### config.mk
export PLATFORM = sky130hd
export DESIGN_NAME = mem_sec_gate
export DESIGN_NICKNAME = d
export VERILOG_FILES = /design/src/rtl/msg_pkg.sv /design/src/rtl/msg_cfg_regs.sv /design/src/rtl/msg_region_decode.sv /design/src/rtl/msg_rule.sv /design/src/rtl/mem_sec_gate.sv
export SDC_FILE = /design/constraint.sdc
export NUM_CORES = 1
export LEC_CHECK = 0
export ABC_AREA = 1
export CAP_MARGIN = 20
export CORE_MARGIN = 2
export CORE_UTILIZATION = 35
export DETAILED_ROUTE_END_ITERATION = 7
export GPL_ROUTABILITY_DRIVEN = 0
export GPL_TIMING_DRIVEN = 0
export PLACE_DENSITY_LB_ADDON = 0.12
export SYNTH_ARGS = -nofsm -noshare
export SYNTH_HDL_FRONTEND = slang
export SYNTH_SLANG_ARGS = --single-unit
### constraint.sdc
create_clock -name clk_i -period 5.1 [get_ports clk_i]
set_input_delay 1.02 -clock clk_i [delete_from_list [all_inputs] [get_ports clk_i]]
set_output_delay 1.02 -clock clk_i [all_outputs]
set_load 0.01 [all_outputs]
### src/rtl/msg_pkg.sv
package msg_pkg;
  typedef enum logic [1:0] {ACC_RD = 2'd0, ACC_WR = 2'd1, ACC_FX = 2'd2, ACC_RSV = 2'd3} acc_e;
  typedef enum logic [2:0] {CLS_NONE, CLS_HIDE, CLS_SP, CLS_SPW, CLS_SU, CLS_NSU} cls_e;

  localparam logic [3:0] SEL_F_SEC   = 4'd0;
  localparam logic [3:0] SEL_F_HIDE  = 4'd1;
  localparam logic [3:0] SEL_F_WRO   = 4'd2;
  localparam logic [3:0] SEL_F_UPW   = 4'd3;
  localparam logic [3:0] SEL_S1_SEC  = 4'd4;
  localparam logic [3:0] SEL_S1_UPW  = 4'd5;
  localparam logic [3:0] SEL_S2_SEC  = 4'd6;
  localparam logic [3:0] SEL_S2_UPW  = 4'd7;
  localparam logic [3:0] SEL_HIDE_EN = 4'd8;
  localparam logic [3:0] SEL_CLR     = 4'd9;
endpackage

### src/rtl/msg_cfg_regs.sv
module msg_cfg_regs
  import msg_pkg::*;
#(
  parameter int AW         = 16,
  parameter int FLASH_SIZE = 'h4000,
  parameter int SRAM1_SIZE = 'h2000,
  parameter int SRAM2_SIZE = 'h2000
) (
  input  logic                 clk_i,
  input  logic                 rst_ni,
  input  logic                 we_i,
  input  logic [3:0]           sel_i,
  input  logic [AW-1:0]        wdata_i,
  input  logic                 sec_i,
  input  logic                 priv_i,
  output logic [AW-1:0]        f_sec_o,
  output logic [AW-1:0]        f_hide_o,
  output logic [AW-1:0]        f_wro_o,
  output logic [AW-1:0]        f_upw_o,
  output logic [1:0][AW-1:0]   s_sec_o,
  output logic [1:0][AW-1:0]   s_upw_o,
  output logic                 hide_en_o,
  output logic                 clr_o
);
  logic wr_ok;
  assign wr_ok = we_i & sec_i & priv_i;
  assign clr_o = wr_ok && (sel_i == SEL_CLR);

  always_ff @(posedge clk_i or negedge rst_ni) begin
    if (!rst_ni) begin
      f_sec_o    <= '0;
      f_hide_o   <= AW'(FLASH_SIZE);
      f_wro_o    <= '0;
      f_upw_o    <= '0;
      s_sec_o[0] <= AW'(SRAM1_SIZE);
      s_sec_o[1] <= AW'(SRAM2_SIZE);
      s_upw_o    <= '0;
      hide_en_o  <= 1'b0;
    end else if (wr_ok) begin
      case (sel_i)
        SEL_F_SEC:   f_sec_o    <= wdata_i;
        SEL_F_HIDE:  f_hide_o   <= wdata_i;
        SEL_F_WRO:   f_wro_o    <= wdata_i;
        SEL_F_UPW:   f_upw_o    <= wdata_i;
        SEL_S1_SEC:  s_sec_o[0] <= wdata_i;
        SEL_S1_UPW:  s_upw_o[0] <= wdata_i;
        SEL_S2_SEC:  s_sec_o[1] <= wdata_i;
        SEL_S2_UPW:  s_upw_o[1] <= wdata_i;
        SEL_HIDE_EN: hide_en_o  <= wdata_i[0];
        default: ;
      endcase
    end
  end
endmodule

### src/rtl/msg_region_decode.sv
module msg_region_decode
  import msg_pkg::*;
#(
  parameter int AW         = 16,
  parameter int FLASH_BASE = 'h0000,
  parameter int FLASH_SIZE = 'h4000,
  parameter int SRAM1_BASE = 'h4000,
  parameter int SRAM1_SIZE = 'h2000,
  parameter int SRAM2_BASE = 'h6000,
  parameter int SRAM2_SIZE = 'h2000
) (
  input  logic [AW-1:0]      addr_i,
  input  logic [AW-1:0]      f_sec_i,
  input  logic [AW-1:0]      f_hide_i,
  input  logic [AW-1:0]      f_wro_i,
  input  logic [AW-1:0]      f_upw_i,
  input  logic [1:0][AW-1:0] s_sec_i,
  input  logic [1:0][AW-1:0] s_upw_i,
  output cls_e               cls_o
);
  // two spare bits keep window offsets and boundary sums free of wrap
  localparam int W = AW + 2;

  logic [W-1:0] a, fo, f_spw_end, f_su_end;
  logic         f_in;
  cls_e         f_cls;

  assign a         = W'(addr_i);
  assign fo        = a - W'(FLASH_BASE);
  assign f_in      = fo < W'(FLASH_SIZE);
  assign f_spw_end = W'(f_sec_i) + W'(f_wro_i);
  assign f_su_end  = f_spw_end + W'(f_upw_i);

  always_comb begin
    if (fo < W'(f_sec_i))        f_cls = CLS_NSU;
    else if (fo >= W'(f_hide_i)) f_cls = CLS_HIDE;
    else if (fo < f_spw_end)     f_cls = CLS_SPW;
    else if (fo < f_su_end)      f_cls = CLS_SU;
    else                         f_cls = CLS_SP;
  end

  logic [1:0] s_in;
  for (genvar j = 0; j < 2; j++) begin : g_sram
    localparam int B = (j == 0) ? SRAM1_BASE : SRAM2_BASE;
    localparam int S = (j == 0) ? SRAM1_SIZE : SRAM2_SIZE;
    logic [W-1:0] off;
    cls_e         cls;
    assign off     = a - W'(B);
    assign s_in[j] = off < W'(S);
    always_comb begin
      if (off >= W'(s_sec_i[j]))                    cls = CLS_NSU;
      else if (off + W'(s_upw_i[j]) >= W'(s_sec_i[j])) cls = CLS_SU;
      else                                          cls = CLS_SP;
    end
  end

  always_comb begin
    if (f_in)         cls_o = f_cls;
    else if (s_in[0]) cls_o = g_sram[0].cls;
    else if (s_in[1]) cls_o = g_sram[1].cls;
    else              cls_o = CLS_NONE;
  end
endmodule

### src/rtl/msg_rule.sv
module msg_rule
  import msg_pkg::*;
(
  input  cls_e       cls_i,
  input  logic [1:0] type_i,
  input  logic       sec_i,
  input  logic       priv_i,
  input  logic       hide_en_i,
  output logic       permit_o
);
  logic sp, is_wr, is_fx;
  assign sp    = sec_i & priv_i;
  assign is_wr = type_i == ACC_WR;
  assign is_fx = type_i == ACC_FX;

  always_comb begin
    if (type_i == ACC_RSV) permit_o = 1'b0;
    else begin
      case (cls_i)
        CLS_HIDE: permit_o = sp & hide_en_i;
        CLS_SP:   permit_o = sp;
        CLS_SPW:  permit_o = is_wr ? sp : 1'b1;
        CLS_SU:   permit_o = sec_i;
        CLS_NSU:  permit_o = is_fx ? ~sec_i : 1'b1;
        default:  permit_o = 1'b0;
      endcase
    end
  end
endmodule

### src/rtl/mem_sec_gate.sv
module mem_sec_gate
  import msg_pkg::*;
#(
  parameter int AW         = 16,
  parameter int DW         = 32,
  parameter int FLASH_BASE = 'h0000,
  parameter int FLASH_SIZE = 'h4000,
  parameter int SRAM1_BASE = 'h4000,
  parameter int SRAM1_SIZE = 'h2000,
  parameter int SRAM2_BASE = 'h6000,
  parameter int SRAM2_SIZE = 'h2000
) (
  input  logic          clk_i,
  input  logic          rst_ni,
  input  logic          req_valid_i,
  input  logic [AW-1:0] req_addr_i,
  input  logic [1:0]    req_type_i,
  input  logic          req_sec_i,
  input  logic          req_priv_i,
  input  logic [DW-1:0] req_wdata_i,
  output logic          rsp_valid_o,
  output logic          rsp_err_o,
  output logic [DW-1:0] rsp_rdata_o,
  output logic          mem_valid_o,
  output logic          mem_we_o,
  output logic [AW-1:0] mem_addr_o,
  output logic [DW-1:0] mem_wdata_o,
  input  logic [DW-1:0] mem_rdata_i,
  input  logic          cfg_we_i,
  input  logic [3:0]    cfg_sel_i,
  input  logic [AW-1:0] cfg_wdata_i,
  input  logic          cfg_sec_i,
  input  logic          cfg_priv_i,
  output logic          viol_o,
  output logic [AW-1:0] viol_addr_o,
  output logic [1:0]    viol_type_o,
  output logic          viol_sec_o,
  output logic          viol_priv_o
);
  logic [AW-1:0]      f_sec, f_hide, f_wro, f_upw;
  logic [1:0][AW-1:0] s_sec, s_upw;
  logic               hide_en, clr;
  cls_e               cls;
  logic               permit;

  msg_cfg_regs #(
    .AW(AW), .FLASH_SIZE(FLASH_SIZE), .SRAM1_SIZE(SRAM1_SIZE), .SRAM2_SIZE(SRAM2_SIZE)
  ) i_cfg (
    .clk_i, .rst_ni,
    .we_i(cfg_we_i), .sel_i(cfg_sel_i), .wdata_i(cfg_wdata_i),
    .sec_i(cfg_sec_i), .priv_i(cfg_priv_i),
    .f_sec_o(f_sec), .f_hide_o(f_hide), .f_wro_o(f_wro), .f_upw_o(f_upw),
    .s_sec_o(s_sec), .s_upw_o(s_upw), .hide_en_o(hide_en), .clr_o(clr)
  );

  msg_region_decode #(
    .AW(AW), .FLASH_BASE(FLASH_BASE), .FLASH_SIZE(FLASH_SIZE),
    .SRAM1_BASE(SRAM1_BASE), .SRAM1_SIZE(SRAM1_SIZE),
    .SRAM2_BASE(SRAM2_BASE), .SRAM2_SIZE(SRAM2_SIZE)
  ) i_dec (
    .addr_i(req_addr_i), .f_sec_i(f_sec), .f_hide_i(f_hide), .f_wro_i(f_wro),
    .f_upw_i(f_upw), .s_sec_i(s_sec), .s_upw_i(s_upw), .cls_o(cls)
  );

  msg_rule i_rule (
    .cls_i(cls), .type_i(req_type_i), .sec_i(req_sec_i), .priv_i(req_priv_i),
    .hide_en_i(hide_en), .permit_o(permit)
  );

  // decision stage
  logic          st_valid, st_permit;
  logic [AW-1:0] st_addr;
  logic [1:0]    st_type;
  logic [DW-1:0] st_wdata;

  always_ff @(posedge clk_i or negedge rst_ni) begin
    if (!rst_ni) begin
      st_valid  <= 1'b0;
      st_permit <= 1'b0;
      st_addr   <= '0;
      st_type   <= '0;
      st_wdata  <= '0;
    end else begin
      st_valid <= req_valid_i;
      if (req_valid_i) begin
        st_permit <= permit;
        st_addr   <= req_addr_i;
        st_type   <= req_type_i;
        st_wdata  <= req_wdata_i;
      end
    end
  end

  assign rsp_valid_o = st_valid;
  assign rsp_err_o   = st_valid & ~st_permit;
  assign mem_valid_o = st_valid & st_permit;
  assign mem_we_o    = mem_valid_o && (st_type == ACC_WR);
  assign mem_addr_o  = st_addr;
  assign mem_wdata_o = st_wdata;
  assign rsp_rdata_o = (mem_valid_o && st_type != ACC_WR) ? mem_rdata_i : '0;

  // sticky record of first denial; a denial in the clearing cycle is kept
  logic deny_now;
  assign deny_now = req_valid_i & ~permit;

  always_ff @(posedge clk_i or negedge rst_ni) begin
    if (!rst_ni) begin
      viol_o      <= 1'b0;
      viol_addr_o <= '0;
      viol_type_o <= '0;
      viol_sec_o  <= 1'b0;
      viol_priv_o <= 1'b0;
    end else if (deny_now && (!viol_o || clr)) begin
      viol_o      <= 1'b1;
      viol_addr_o <= req_addr_i;
      viol_type_o <= req_type_i;
      viol_sec_o  <= req_sec_i;
      viol_priv_o <= req_priv_i;
    end else if (clr) begin
      viol_o <= 1'b0;
    end
  end
endmodule

==> impl_metrics.py, run 1 <==
metrics = {
    "run_status": {
        "status": "finished, final reports clean",
    },
    "worst_setup_path": {
        "slowest_delay_ns": 0.37,
        "r2r_start": "i_cfg.f_wro_o[0]",
        "critPathRequiredTime_ns": 5.53,
        "r2r-end": "viol_addr_o[11]",
        "cp-start-kind": "flip-flop",
        "crit_slowest_cell": "dfrtp_1",
        "cp_data_arrival_time_ns": 5.34,
        "cp_common_cell": "nand2_1",
        "critPathKind": "reg -> reg",
        "cp-end-kind": "flip-flop",
        "rrSetupSlack_ns": 0.20,
        "cp_max_fo": 5,
        "reg2regPathDepth": 35,
    },
    "timing": {
        "rsz0062_at_grt": "yes",
        "drv_slew": 0,
        "setup_viol": 0,
        "worst_pin_slew_ns": 0.983,
        "period_share_pct": 96.2,
        "fin_crit_ns": 4.90,
        "max_freq_mhz": 204,
        "clock_skew_ns": 0.0114,
        "slew_headroom_pct": 34.4,
        "hold_violations": 0,
    },
    "synth": {
        "synthMostInstantiatedCell": "nand2_1",
        "synth.cell_area_um2": 14000,
        "yosys_warnings": 0,
        "yosysTopAreaCell": "dfrtp_1",
        "synthFlopType": "dfrtp_1",
        "yosys_register_bits": 202,
        "synth_cells": 1730,
        "ys_top_cells_by_area": "dfrtp_1 36%, ha_1 17%, nand2_1 11%",
        "synth-async-reset-ratio_pct": 100,
        "synth_fp_nets": 2039,
        "yosysTopAreaCellShare_pct": 35.6,
        "yosys-top-cells-count": "407 x nand2_1, 239 x inv_1, 199 x dfrtp_1, 195 x ha_1, 161 x o21ai_0",
        "yosysSeqAreaShare_pct": 36.2,
        "synth_cell_types": 42,
        "synth.avg_cell_area_um2": 8.08,
        "synth_edf_count": 0,
    },
    "global_route": {
        "grt_pass1_wl_um": 67200,
        "grt_util_all_layers_pct": 21.1,
        "grt_pass1_vias": 11976,
        "globalRouteOverflowTotal": 0,
        "antenna_found_initial": 0,
        "grt_max_degree": 111,
    },
    "clock_tree": {
        "clockBufferDepth": 3,
        "cts.sinks": 202,
        "ctsHtreeMaxLevel": 1,
        "clk_pin_slew_worst_paths_ns": 0.06,
        "clk_latency_ns": 0.55,
        "cts-root-buf": "clkbuf_16",
        "cts.hold.buffers_added": 0,
        "cts_buffers": 25,
        "cts_tree": "done",
    },
    "power_and_ir_drop": {
        "p_leak_nw": 8.91,
        "clkPwrFrac_pct": 26.3,
        "power_frac_seq_pct": 28.5,
        "combPwrFrac_pct": 45.2,
        "switching_share_pct": 37.6,
        "ir_worst_vdd_mv": 0.219,
        "switching_power_w": 0.00269,
        "powerDensity_nw_per_um2": 398,
        "internal_power_w": 0.00446,
    },
    "floorplan": {
        "coreArea_um2": 39500,
        "die_h_um": 204,
        "start_util_pct": 35.3,
        "num_rows": 73,
        "die-area_um2": 41500,
        "dieWidth_um": 204,
        "io_pins": 215,
    },
    "cells_and_area": {
        "design_area_um2": 17900,
        "diodes": 0,
        "synthToLayoutAreaGrowth_pct": 28.4,
        "final_cells": 2527,
        "final_core_util_pct": 45.4,
        "drive_above_1_share_pct": 8.89,
        "fin_nets": 2293,
    },
    "routing": {
        "viasPerCell": 4.90,
        "ant_nets": 0,
        "post_drt_wl_per_cell_um": 17.4,
        "drcViolationCount": 0,
        "drt_first_pass_iters": 5,
        "drt-initial-drc-count": 655,
        "routed_wl_um": 44100,
        "num_vias": 12379,
    },
    "min_path": {
        "holdPathEnd": "viol_type_o[0]",
        "hold_depth": 2,
        "worstHoldStart": "viol_type_o[0]",
        "hp-class": "reg -> reg",
    },
    "placed_design": {
        "hpwl_um": 32700,
        "io_buffers": 214,
        "dpl_cell_area_um2": 16800,
        "dp_cells": 2471,
    },
    "job": {
        "timing.max_cap.violations": 0,
    },
}
power groups by stage:
stage / Combinational, W / Sequential, W / Clock, W
floorplan: 0.00203 / 0.00208 / 0
global placement: 0.00300 / 0.00205 / 0
detailed placement: 0.00305 / 0.00206 / 0
CTS: 0.00307 / 0.00203 / 0.00193
global route: 0.00369 / 0.00207 / 0.00200
finish: 0.00323 / 0.00204 / 0.00188
through the flow:
stage | setup TNS, ns | power (W) | hold slack [ns] | worst slack (ns)
after CTS | 0 | 0.00703 | 0.478 | 0.000897
after global routing | -1.79 | 0.00776 | 0.501 | -0.111
final | 0 | 0.00714 | 0.475 | 0.196
after floorplan | 0 | 0.00411 | 0.453 | 0.601
after detailed placement | -22.59 | 0.00511 | 0.463 | -1.06
after global placement | -1246.85 | 0.00505 | 0.460 | -6.14
final cells by class:
cell class | instances | area (µm²)
buffer | 42 | 194
fill | 3967 | 21600
clock buffer | 33 | 686
clock inverter | 12 | 176
multi-input combinational | 1244 | 8020
sequential | 202 | 5060
timing repair buffer | 227 | 2250
inverter | 242 | 908
tap | 525 | 657
kinds of logic (layout without fill, tap and decap cells):
kind of cell | after synthesis | count (layout) | synth area share, %
simple gates | 634 | 634 | 18.9
xor+xnor | 57 | 57 | 3.57
fa+ha+maj | 199 | 199 | 18.0
buf+inv | 284 | 556 | 7.86
compound gates | 309 | 309 | 11.8
flops | 202 | 202 | 36.2
mux | 45 | 45 | 3.63
layout by cell type (no fill, tap or decap), drive strengths merged, types with 9 or more instances in the layout:
master and n:
a21oi 104, a31oi 9, buf 24, clkbuf 73
clkdlybuf4s50 198, dfrtp 199, ha 195, inv 244
mux2 45, nand2 420, nand3 60, nand4 30
nor2 101, nor3 15, o21ai 166, o21bai 10
xnor2 19, xor2 38
per-layer routing:
metal / part of all wire (%) / up-vias / wire [µm] / global-route usage (%)
met1: 48 / 5883 / 21000 / 29.3
met4: 2.2 / 0 / 968 / 5.76
met5: 0 / - / 0 / 0
met3: 4.9 / 49 / 2180 / 2.65
met2: 45 / 242 / 19900 / 34.4
li1: - / 6205 / - / -
how the worst max path moves through the flow:
stage / startpoint / cells after the start / end / slack (ns)
floorplan: i_cfg.f_sec_o[0] / 34 / viol_addr_o[0] / 0.60
global placement: rst_ni / 1 / mem_wdata_o[14] / -6.14
detailed placement: req_addr_i[1] / 29 / viol_addr_o[1] / -1.06
CTS: i_cfg.f_wro_o[0] / 34 / viol_addr_o[11] / 0.0009
global route: i_cfg.f_wro_o[0] / 34 / viol_addr_o[15] / -0.11
finish: i_cfg.f_wro_o[0] / 35 / viol_addr_o[11] / 0.20
worst max-delay path: cells and delay by family, from the launching register on:
| kind | cells | cell delay, ns |
|---|---|---|
| buffers and inverters | 4 | 0.44 |
| DFF | 1 | 0.37 |
| AOI/OAI and AO/OA | 8 | 1.19 |
| adders and majority gates | 4 | 1.08 |
| and+or+nand+nor | 17 | 1.37 |
| xor gates and xnor gates | 2 | 0.35 |
state kept, by name, summed over array words and instances (netlist names):
register and cells:
rsp_valid_o 1, st_permit 1, i_cfg.hide_en_o 1, viol_type_o 2, i_cfg.f_wro_o 16, i_cfg.f_hide_o 16, viol_sec_o 1, viol_priv_o 1
mem_addr_o 16, viol_o 1, st_type 2, i_cfg.s_upw_o 32, i_cfg.f_upw_o 16, mem_wdata_o 32, viol_addr_o 16, i_cfg.s_sec_o 32
i_cfg.f_sec_o 16
repair_timing:
| item | in CTS | in global routing |
|---|---|---|
| setup endpoints to repair | 22 | 22 |
| buffers inserted | 0 | 10 |
| gates resized for setup | 18 | 67 |
| pin swaps | 1 | 10 |
| cloned | 0 | 1 |
Note: power is estimated with default switching activity, not from simulation.
==> inputs of run 2 (changes only) <==
- CTS_BUF_LIST: unset -> sky130_fd_sc_hd__clkbuf_4
==> run 2 against run 1 <==
Net effect: sequential cell count stayed put; setup slack improved by 0.023 ns; largest cell class unchanged; critical endpoint is now viol_addr_o[3]; critical path type unchanged; sequential share of layout area about the same; clock skew rose by 0.032 ns.
==> impl_metrics.py, run 2 (same netlist as run 1, synthesis figures left out) <==
metrics = {
    "worst_setup_path": {
        "cp_top_family": "simple AND/OR/NAND/NOR gates",
        "slowest_delay_ns": 0.37,
        "critPathKind": "reg -> reg",
        "reg2regPathDepth": 35,
        "rrSetupSlack_ns": 0.22,
        "crit_slowest_cell": "dfrtp_1",
        "cp-startpoint": "i_cfg.f_wro_o[0]",
        "critPathRequiredTime_ns": 5.75,
        "cp-end-kind": "flip-flop",
        "cp_max_fo": 5,
        "cp-start-kind": "flip-flop",
        "crit_path_end": "viol_addr_o[3]",
        "cp.depth": 35,
        "cp_data_arrival_time_ns": 5.53,
        "r2r_start": "i_cfg.f_wro_o[0]",
        "r2r-end": "viol_addr_o[3]",
        "cp_common_cell": "nand2_1",
        "path_buf_inv": 4,
    },
    "clock_tree": {
        "clockBufferDepth": 3,
        "cts.sinks": 202,
        "ctsHtreeMaxLevel": 2,
        "cts_buffers": 59,
        "cts-root-buf": "clkbuf_4",
        "cts.hold.buffers_added": 0,
        "clk_pin_slew_worst_paths_ns": 0.07,
        "clk_latency_ns": 0.76,
        "cts_tree": "done",
    },
    "min_path": {
        "hp-class": "in -> async",
    },
    "timing": {
        "slew_headroom_pct": 31.5,
        "fin_crit_ns": 4.88,
        "hold_violations": 0,
        "max_freq_mhz": 205,
        "worst_pin_slew_ns": 1.03,
        "drv_slew": 0,
        "clock_skew_ns": 0.0438,
        "setup_viol": 0,
        "rsz0062_at_grt": "yes",
        "period_share_pct": 95.7,
    },
    "cells_and_area": {
        "drive_above_1_share_pct": 11.8,
        "fin_nets": 2330,
        "most-common-layout-cells": "395 x nand2_1, 236 x inv_1, 203 x clkdlybuf4s50_1, 199 x dfrtp_1, 189 x ha_1",
        "final_core_util_pct": 45.4,
        "fillers": 3991,
        "design_area_um2": 17900,
        "final_common_cell": "nand2_1",
        "synthToLayoutAreaGrowth_pct": 28.3,
    },
    "floorplan": {
        "dieWidth_um": 204,
        "die_h_um": 204,
        "start_util_pct": 35.3,
        "io_pins": 215,
        "num_rows": 73,
        "coreArea_um2": 39500,
        "die-area_um2": 41500,
    },
    "routing": {
        "ant_nets": 0,
        "dr_wl_met2_um": 20100,
        "routed_wl_um": 44500,
        "drcViolationCount": 0,
        "top_layer_used": "met4",
        "drt-met1-wl_um": 21500,
        "viasPerCell": 4.85,
        "route.met3.wl_um": 1970,
        "drt_first_pass_iters": 5,
        "drt-initial-drc-count": 651,
        "num_vias": 12577,
        "post_drt_wl_per_cell_um": 17.2,
    },
    "placed_design": {
        "hpwl_um": 32700,
        "dpl_cell_area_um2": 16800,
        "io_buffers": 214,
    },
    "power_and_ir_drop": {
        "p_leak_nw": 8.98,
        "finalPower_w": 0.00688,
        "ir_worst_vdd_mv": 0.140,
        "powerDensity_nw_per_um2": 384,
    },
    "global_route": {
        "grt_pass1_vias": 12220,
        "globalRouteOverflowTotal": 0,
        "grt_pass1_wl_um": 68000,
        "antenna_found_initial": 1,
        "grt_max_degree": 111,
        "grt_util_all_layers_pct": 21.4,
    },
    "job": {
        "timing.max_cap.violations": 0,
    },
    "run_status": {
        "status": "finished, final reports clean",
    },
}
-- run 2: worst min path at each step --
| stage | to | slack [ns] | from | depth (start not counted) |
|---|---|---|---|---|
| finish | mem_addr_o[4] | 0.31 | rst_ni | 1 |
| global placement | viol_type_o[1] | 0.46 | viol_type_o[1] | 2 |
| floorplan | i_cfg.f_hide_o[10] | 0.45 | i_cfg.f_hide_o[10] | 2 |
| detailed placement | viol_type_o[0] | 0.46 | viol_type_o[0] | 2 |
| global route | mem_addr_o[0] | 0.32 | rst_ni | 1 |
| CTS | mem_addr_o[0] | 0.26 | rst_ni | 1 |
-- run 2: worst register-to-register path: cells and delay by family (launching register included) --
kind                       cells  cell delay [ns]
buffers and inverters          4             0.46
and+or+nand+nor               17             1.36
DFF                            1             0.37
xor gates and xnor gates       2             0.35
AOI/OAI and AO/OA              8             1.14
adders and majority gates      4             1.09
-- run 2: routing by layer --
| layer | vias up | track usage (%) |
|---|---|---|
| met1 | 5969 | 29.6 |
| li1 | 6315 | - |
| met2 | 231 | 34.9 |
| met5 | - | 0 |
| met4 | 0 | 6.07 |
| met3 | 62 | 2.85 |
-- run 2: report_power, final --
group | leakage, nW | switching (W) | internal, W | total, W
sequential | 2.53 | 0.000171 | 0.00187 | 0.00204
clock | 0.465 | 0.000743 | 0.000830 | 0.00157
combinational | 5.99 | 0.00180 | 0.00147 | 0.00327
total | 8.98 | 0.00272 | 0.00417 | 0.00688
-- run 2: metrics by stage --
step	cells	TNS, ns	hold WS (ns)	setup WS [ns]
finish	2594	0	0.311	0.219
floorplan	1730	0	0.453	0.601
detailed placement	2471	-22.59	0.463	-1.06
global placement	2469	-1246.85	0.460	-6.14
global route	2594	-1.99	0.324	-0.119
CTS	2579	0	0.260	0.000825
-- run 2: final cells by class --
class                           count  area, µm²  area share, %
Inverter                          242        908           5.06
Buffer                             42        194           1.08
Antenna cell                        1       2.50         0.0140
Clock inverter                     14       61.3          0.342
Clock buffer                       94        706           3.93
Tap cell                          525        657           3.66
Timing Repair Buffer              230       2310           12.9
Sequential cell                   202       5060           28.2
Multi-Input combinational cell   1244       8040           44.8
-- run 2: timing repair --
action,4_1_cts,5_1_grt
buffers inserted,0,12
cloned,0,2
gates resized for setup,6,64
pin swaps,1,13
hold endpoints to repair,0,0
endpoints found under the setup margin,22,22
